--- src/rtl/icnt_trig_pkg.sv ---
package icnt_trig_pkg;
  localparam int ACT_W    = 6;
  localparam int CNT_W    = 14;
  localparam int CFG_W    = 27;
  localparam int RD_W     = 32;
  localparam int ACT_LSB  = 0;
  localparam int EN_U     = 6;
  localparam int EN_S     = 7;
  localparam int PEND_BIT = 8;
  localparam int EN_M     = 9;
  localparam int CNT_LSB  = 10;
  localparam int HIT_BIT  = 24;
  localparam int EN_VU    = 25;
  localparam int EN_VS    = 26;

  typedef enum logic [1:0] {
    PRIV_USER  = 2'd0,
    PRIV_SUPER = 2'd1,
    PRIV_RSVD  = 2'd2,
    PRIV_MACH  = 2'd3
  } priv_e;
endpackage

--- src/rtl/icnt_trig_priv_match.sv ---
module icnt_trig_priv_match
  import icnt_trig_pkg::*;
(
  input  logic [CFG_W-1:0] cfg_i,
  input  logic [1:0]       priv_i,
  input  logic             virt_i,
  output logic             match_o
);
  priv_e lvl;

  always_comb begin
    lvl = priv_e'(priv_i);
    match_o = 1'b0;
    if (virt_i) begin
      unique case (lvl)
        PRIV_USER:  match_o = cfg_i[EN_VU];
        PRIV_SUPER: match_o = cfg_i[EN_VS];
        default:    match_o = 1'b0;
      endcase
    end else begin
      unique case (lvl)
        PRIV_USER:  match_o = cfg_i[EN_U];
        PRIV_SUPER: match_o = cfg_i[EN_S];
        PRIV_MACH:  match_o = cfg_i[EN_M];
        default:    match_o = 1'b0;
      endcase
    end
  end
endmodule

--- src/rtl/icnt_trig_slot.sv ---
module icnt_trig_slot
  import icnt_trig_pkg::*;
(
  input  logic             clk,
  input  logic             rst_n,
  input  logic             wr_en,
  input  logic [CFG_W-1:0] wr_data,
  input  logic             retire,
  input  logic [1:0]       priv,
  input  logic             virt,
  output logic [CFG_W-1:0] cfg_o,
  output logic             armed_o,
  output logic             fire_o,
  output logic [ACT_W-1:0] action_o
);
  logic [CFG_W-1:0] cfg_q, cfg_d;
  logic             cfg_en;
  logic [CNT_W-1:0] cnt_q;
  logic             priv_ok;
  logic             step;

  assign cnt_q = cfg_q[CNT_LSB +: CNT_W];

  icnt_trig_priv_match u_match (
    .cfg_i   (cfg_q),
    .priv_i  (priv),
    .virt_i  (virt),
    .match_o (priv_ok)
  );

  assign armed_o  = (cnt_q != '0) && priv_ok;
  assign step     = retire && armed_o;
  assign fire_o   = step && (cnt_q == CNT_W'(1));
  assign action_o = fire_o ? cfg_q[ACT_LSB +: ACT_W] : '0;
  assign cfg_o    = cfg_q;

  // next state: software write has priority over the countdown
  always_comb begin
    cfg_d  = cfg_q;
    cfg_en = 1'b0;
    if (wr_en) begin
      cfg_d  = wr_data;
      cfg_en = 1'b1;
    end else if (step) begin
      cfg_d[CNT_LSB +: CNT_W] = cnt_q - CNT_W'(1);
      if (cnt_q == CNT_W'(1)) cfg_d[HIT_BIT] = 1'b1;
      cfg_en = 1'b1;
    end
  end

  always_ff @(posedge clk or negedge rst_n) begin
    if (!rst_n)      cfg_q <= '0;
    else if (cfg_en) cfg_q <= cfg_d;
  end

  // an eligible retire lowers the count by exactly one
  p_dec_one_r2: assert property (@(posedge clk) disable iff (!rst_n)
    (retire && armed_o && !wr_en) |=> (cnt_q == $past(cnt_q) - CNT_W'(1)));
  // a zero count stays put without a write and never fires
  p_zero_idle_r4: assert property (@(posedge clk) disable iff (!rst_n)
    (cnt_q == '0 && !wr_en) |=> (cnt_q == '0));
  p_zero_nofire_r4: assert property (@(posedge clk) disable iff (!rst_n)
    (cnt_q == '0) |-> !fire_o);
  // a fire leaves the count at zero unless a write replaced it
  p_fire_empties_r3: assert property (@(posedge clk) disable iff (!rst_n)
    (fire_o && !wr_en) |=> (cnt_q == '0 && cfg_q[HIT_BIT]));
  // hit only clears through a write
  p_hit_sticky_r9: assert property (@(posedge clk) disable iff (!rst_n)
    (cfg_q[HIT_BIT] && !wr_en) |=> cfg_q[HIT_BIT]);
  // the written word is what gets stored
  p_write_wins_r10: assert property (@(posedge clk) disable iff (!rst_n)
    wr_en |=> (cfg_q == $past(wr_data)));
endmodule

--- src/rtl/icnt_trig_bank.sv ---
module icnt_trig_bank
  import icnt_trig_pkg::*;
#(
  parameter int NUM_TRIG = 4,
  localparam int IDX_W   = (NUM_TRIG > 1) ? $clog2(NUM_TRIG) : 1
) (
  input  logic                      clk,
  input  logic                      rst_n,
  input  logic                      csr_we,
  input  logic [IDX_W-1:0]          csr_idx,
  input  logic [CFG_W-1:0]          csr_wdata,
  output logic [RD_W-1:0]           csr_rdata,
  input  logic                      retire_valid,
  input  logic [1:0]                priv_lvl,
  input  logic                      virt_mode,
  output logic [NUM_TRIG-1:0]       fire_mask,
  output logic [NUM_TRIG*ACT_W-1:0] fire_action,
  output logic                      armed_any
);
  logic [CFG_W-1:0]    cfg_arr [NUM_TRIG];
  logic [NUM_TRIG-1:0] armed_vec;

  for (genvar g = 0; g < NUM_TRIG; g++) begin : g_slot
    logic sel_we;
    assign sel_we = csr_we && (csr_idx == IDX_W'(g));
    icnt_trig_slot u_slot (
      .clk      (clk),
      .rst_n    (rst_n),
      .wr_en    (sel_we),
      .wr_data  (csr_wdata),
      .retire   (retire_valid),
      .priv     (priv_lvl),
      .virt     (virt_mode),
      .cfg_o    (cfg_arr[g]),
      .armed_o  (armed_vec[g]),
      .fire_o   (fire_mask[g]),
      .action_o (fire_action[g*ACT_W +: ACT_W])
    );
  end

  assign armed_any = |armed_vec;
  assign csr_rdata = {{(RD_W-CFG_W){1'b0}}, cfg_arr[csr_idx]};

  // firing only happens with a retire pulse
  p_fire_on_retire_r3: assert property (@(posedge clk) disable iff (!rst_n)
    (fire_mask != '0) |-> retire_valid);
  // a fire implies the summary shows something armed
  p_fire_armed_r8: assert property (@(posedge clk) disable iff (!rst_n)
    (fire_mask != '0) |-> armed_any);
endmodule

--- config.mk ---
export PLATFORM = sky130hd
export DESIGN_NAME = icnt_trig_bank
export DESIGN_NICKNAME = d
export VERILOG_FILES = /design/src/rtl/icnt_trig_pkg.sv /design/src/rtl/icnt_trig_priv_match.sv /design/src/rtl/icnt_trig_slot.sv /design/src/rtl/icnt_trig_bank.sv
export SDC_FILE = /design/constraint.sdc
export NUM_CORES = 1
export LEC_CHECK = 0
export ABC_AREA = 0
export CAP_MARGIN = 10
export CORE_UTILIZATION = 57
export CTS_BUF_LIST = sky130_fd_sc_hd__clkbuf_4 sky130_fd_sc_hd__clkbuf_8
export DETAILED_ROUTE_END_ITERATION = 8
export PLACE_DENSITY_LB_ADDON = 0.25
export SKIP_LAST_GASP = 1
export SLEW_MARGIN = 20
export SYNTH_ARGS = -nofsm -noshare
export SYNTH_HDL_FRONTEND = slang
export SYNTH_SLANG_ARGS = --single-unit
--- constraint.sdc ---
create_clock -name clk -period 2.8 [get_ports clk]
set_clock_uncertainty 0.05 [all_clocks]
set_input_delay 0.28 -clock clk [delete_from_list [all_inputs] [get_ports clk]]
set_output_delay 0.28 -clock clk [all_outputs]
set_load 0.03 [all_outputs]
==> results of run 1 <==
==> logic make-up (layout without fill, tap and decap cells) <==
| family | Yosys count | after routing | share of synthesized area, % |
|---|---|---|---|
| adder cells (fa/ha/maj) | 8 | 8 | 1.56 |
| multiplexers | 87 | 87 | 19.9 |
| other | 1 | 5 | 0.0583 |
| AO/OA/AOI/OAI | 88 | 88 | 7.76 |
| AND/OR/NAND/NOR | 231 | 231 | 19.2 |
| buffers and inverters | 49 | 199 | 3.64 |
| XOR/XNOR | 43 | 43 | 5.86 |
| flip-flops | 108 | 108 | 42.0 |
==> per-layer routing <==
metal / vias to the layer above / routed length [µm] / part of all wire (%)
met3: 54 / 1460 / 7.9
met2: 238 / 9020 / 49
met4: 0 / 672 / 3.7
met5: - / 0 / 0
met1: 2711 / 7260 / 39
li1: 2524 / - / -
==> worst reg2reg max path, delay by kind of cell, from the launching register on <==
kind	cells	cell delay [ns]
compound gates	1	0.10
xor+xnor	1	0.21
fa+ha+maj	1	0.17
buf+inv	2	0.20
flops	1	0.44
simple gates	4	1.21
==> how the worst min path moves through the flow <==
stage / start / to / slack (ns)
floorplan: rst_n / g_slot[0].u_slot.cfg_o[0]$_DFFE_PN0P_ / -0.07
finish: rst_n / g_slot[0].u_slot.cfg_o[15]$_DFFE_PN0P_ / 0.41
detailed placement: rst_n / g_slot[1].u_slot.cfg_o[12]$_DFFE_PN0P_ / 0.36
CTS: rst_n / g_slot[2].u_slot.cfg_o[10]$_DFFE_PN0P_ / 0.47
global placement: rst_n / g_slot[1].u_slot.cfg_o[13]$_DFFE_PN0P_ / 0.35
global route: rst_n / g_slot[1].u_slot.cfg_o[12]$_DFFE_PN0P_ / 0.49
==> placed cells by master (no fill, tap or decap), drive strengths merged, types with 2 or more instances in the layout <==
master         count
or3               11
conb               5
clkinv             2
nand4              8
or3b               3
and4               2
and2              26
nor4              19
nand3              9
ha                 8
mux2i              7
o21ai             10
or2                2
nand3b             3
nor3b              3
clkbuf             9
mux4              27
xor2              11
inv               13
or4                8
dfrtp            108
nor2              88
nor4b              3
mux2              53
xnor2             32
nand2b             2
nand2             14
a31oi              8
a211o              3
o22ai              3
nand4b             3
a21oi             57
nor2b              5
nor3              18
clkdlybuf4s50     32
buf              137
clkinvlp           2
==> area by class of cell <==
class | count | area share, %
clock inverter | 7 | 0.708
clock buffer | 9 | 1.52
timing repair buffer | 173 | 17.7
multi-input combinational | 462 | 44.2
tap | 140 | 2.15
inverter | 10 | 0.462
sequential | 108 | 33.3
==> power by group through the flow <==
stage | sequential (mW) | clock, mW | combinational, mW
5_1_grt | 2.33 | 1.02 | 2.09
2_1_floorplan | 2.22 | 0 | 1.17
4_1_cts | 2.27 | 0.950 | 1.90
6_report | 2.29 | 0.937 | 1.94
3_3_place_gp | 2.27 | 0 | 1.83
3_5_place_dp | 2.29 | 0 | 1.88
==> stage by stage <==
step	worst slack, ns	setup TNS, ns	hold slack, ns
5_1_grt	-0.146	-0.739	0.487
2_1_floorplan	0.527	0	-0.0656
3_5_place_dp	-0.410	-5.41	0.359
3_3_place_gp	-0.360	-4.31	0.347
6_report	-0.0921	-0.143	0.406
4_1_cts	-0.0615	-0.0615	0.465
==> timing repair <==
item                                    4_1_cts  5_1_grt
hold endpoints to repair                    108        0
endpoints found under the setup margin       27       27
pin swaps                                     4        5
resized for setup                            68       43
hold buffers                                  1        0
buffers inserted                              5        8
==> results.md, run 1 <==
- Crit path depth: 8
- Synth warn: 0
- Critical path's top delay family: simple AND/OR/NAND/NOR gates
- CP peak stage delay: 0.57 ns
- CTS Buf Count: 9
- Met1 Usage GRT: 40.2%
- Top post-synthesis cells by count: 108 x dfrtp_1, 88 x nor2_1, 57 x a21oi_1
- Vias: 5527
- Post-synth EDFFs: 0
- Cell Area, Placed: 0.00777 mm²
- Top cell by count, worst path: buf_6
- Outcome: finished, violations left
- Violations in the final reports: setup timing
- N_diodes: 0
- Worst skew pair latency: 0.41 ns
- Final worst setup slack: -0.0921 ns
- Die footprint: 0.0117 mm²
- Met3 Use GR: 8.44%
- Clock Power Share: 18.1%
- Pwr Total: 5.16 mW
- Ys flop type: dfrtp_1
- Worst r2r path cells: 9
- Nets: 808
- WP data required: 2.47 ns
- M2 GR Usage: 55.7%
- Syn avg cell area: 10.5 µm²
- RSZ-0062 raised after global routing: yes
- Worst path bufs/invs: 3
- First-pass GRT wire length: 29.0 mm
- Number of global-route vias before repair: 5679
- Initial DRC Count: 406
- Die W: 108 µm
- FF+latch area: 0.00270 mm²
- Final WL: 18.4 mm
- Clock transition at the registers of the reported paths: 0.10 ns
- Worst setup SP type: flop
- Final instance area: 0.00813 mm²
- Crit share post-route: 103%
- Dominant cell type by area after synthesis: dfrtp_1
- Max cap viols: 0
- Setup violations, final: 4
- Crit-path max FO: 5
- CP Launch Point: g_slot[1].u_slot.cfg_o[17]$_DFFE_PN0P_
- Starting Density: 58.8%
- Final Max Tran Viols: 0
- PD cells: 635 mW/mm²
- WL/cell: 20.3 µm
- Power share of the combinational group: 37.6%
- CTS tree: done
- Relative max-transition margin: 29.4%
- R2r setup slk: 0.31 ns
- Crit path to: fire_action[8]
- Final hold vios: 0
- Detailed Place HPWL: 13.0 mm
- Syn Inst Count: 615
- Critical-path cell list: or4_4 > nor3_4 > nand4_1 > nor2_4 > buf_6 > buf_6 > and2_4 > buf_6
- Core Region: 0.0109 mm²
- Final min period: 2.89 ns
- Layout cells sized above 1: 33.7%
- CP endpoint kind: primary output
- Final ANT Viol Nets: 0
- Die Y: 108 µm
- VDD IR-drop max: 568 µV
- Cells taking the most area after synthesis: dfrtp_1 42%, mux4_2 9.5%, mux2_2 9.1%, nor2_1 5.1%, a21oi_1 4.4%
- Initial antenna violation count: 0
- Ys async rst share: 100%
- Tightest Pin Transition: 1.06 ns
- CP max stage cell: or4_4
- Final core utilization: 74.3%
- Min-delay worst type: primary input to asynchronous set/reset pin
- Sw Pwr: 1.95 mW
- Post-Place Cells: 879
- Netlist cell types: 56
- Critical path arrival: 2.56 ns
- I/O Buffers: 91
- Switching share of power: 37.8%
- Worst flop-to-flop path endpoint: g_slot[1].u_slot.cfg_o[23]$_DFFE_PN0P_
- Fillers: 736
- Vias/cell: 6.08
- RePlAce Congestion: 0.900
- #FFs+latches synth: 108
- Tot GR Track Use: 33.4%
- First-pass iteration count of the detailed router: 5
- Layer with the highest usage: met2
- Seq/Total Area, Yosys: 42.0%
- Leak Pwr: 3.33 nW
- Top-area cell type share of the netlist area: 42.0%
- Most common cell in the netlist: dfrtp_1
- FF-to-FF Start: g_slot[1].u_slot.cfg_o[10]$_DFFE_PN0P_
- H-tree depth: 3
- Synth-to-Final Area Change: 26.4%
- Row cnt: 38
- Seq pwr share: 44.3%
- Internal power: 3.21 mW
- Synthesized area: 0.00643 mm²
- Final Non-Filler Cells: 909
- Largest register FFs: 108
- FMAX: 346 MHz
- CTS Buffer Depth: 2
- IO Pins: 97
- DRC Markers: 0
- Multi-input gate area: 0.00359 mm²
- CTS sink count: 108
- Root buf cell: clkbuf_8
- Congestion Overflow GR: 0
- Largest net degree at the start of global routing: 109
- Critical path type: flop to primary output
(Power assumes the default switching activity.)
==> run 2, diff against run 1 <==
- SLEW_MARGIN: 20 -> 0
==> results of run 2 <==
Same layout as run 1: the final DEF is identical, and so are final timing and power.
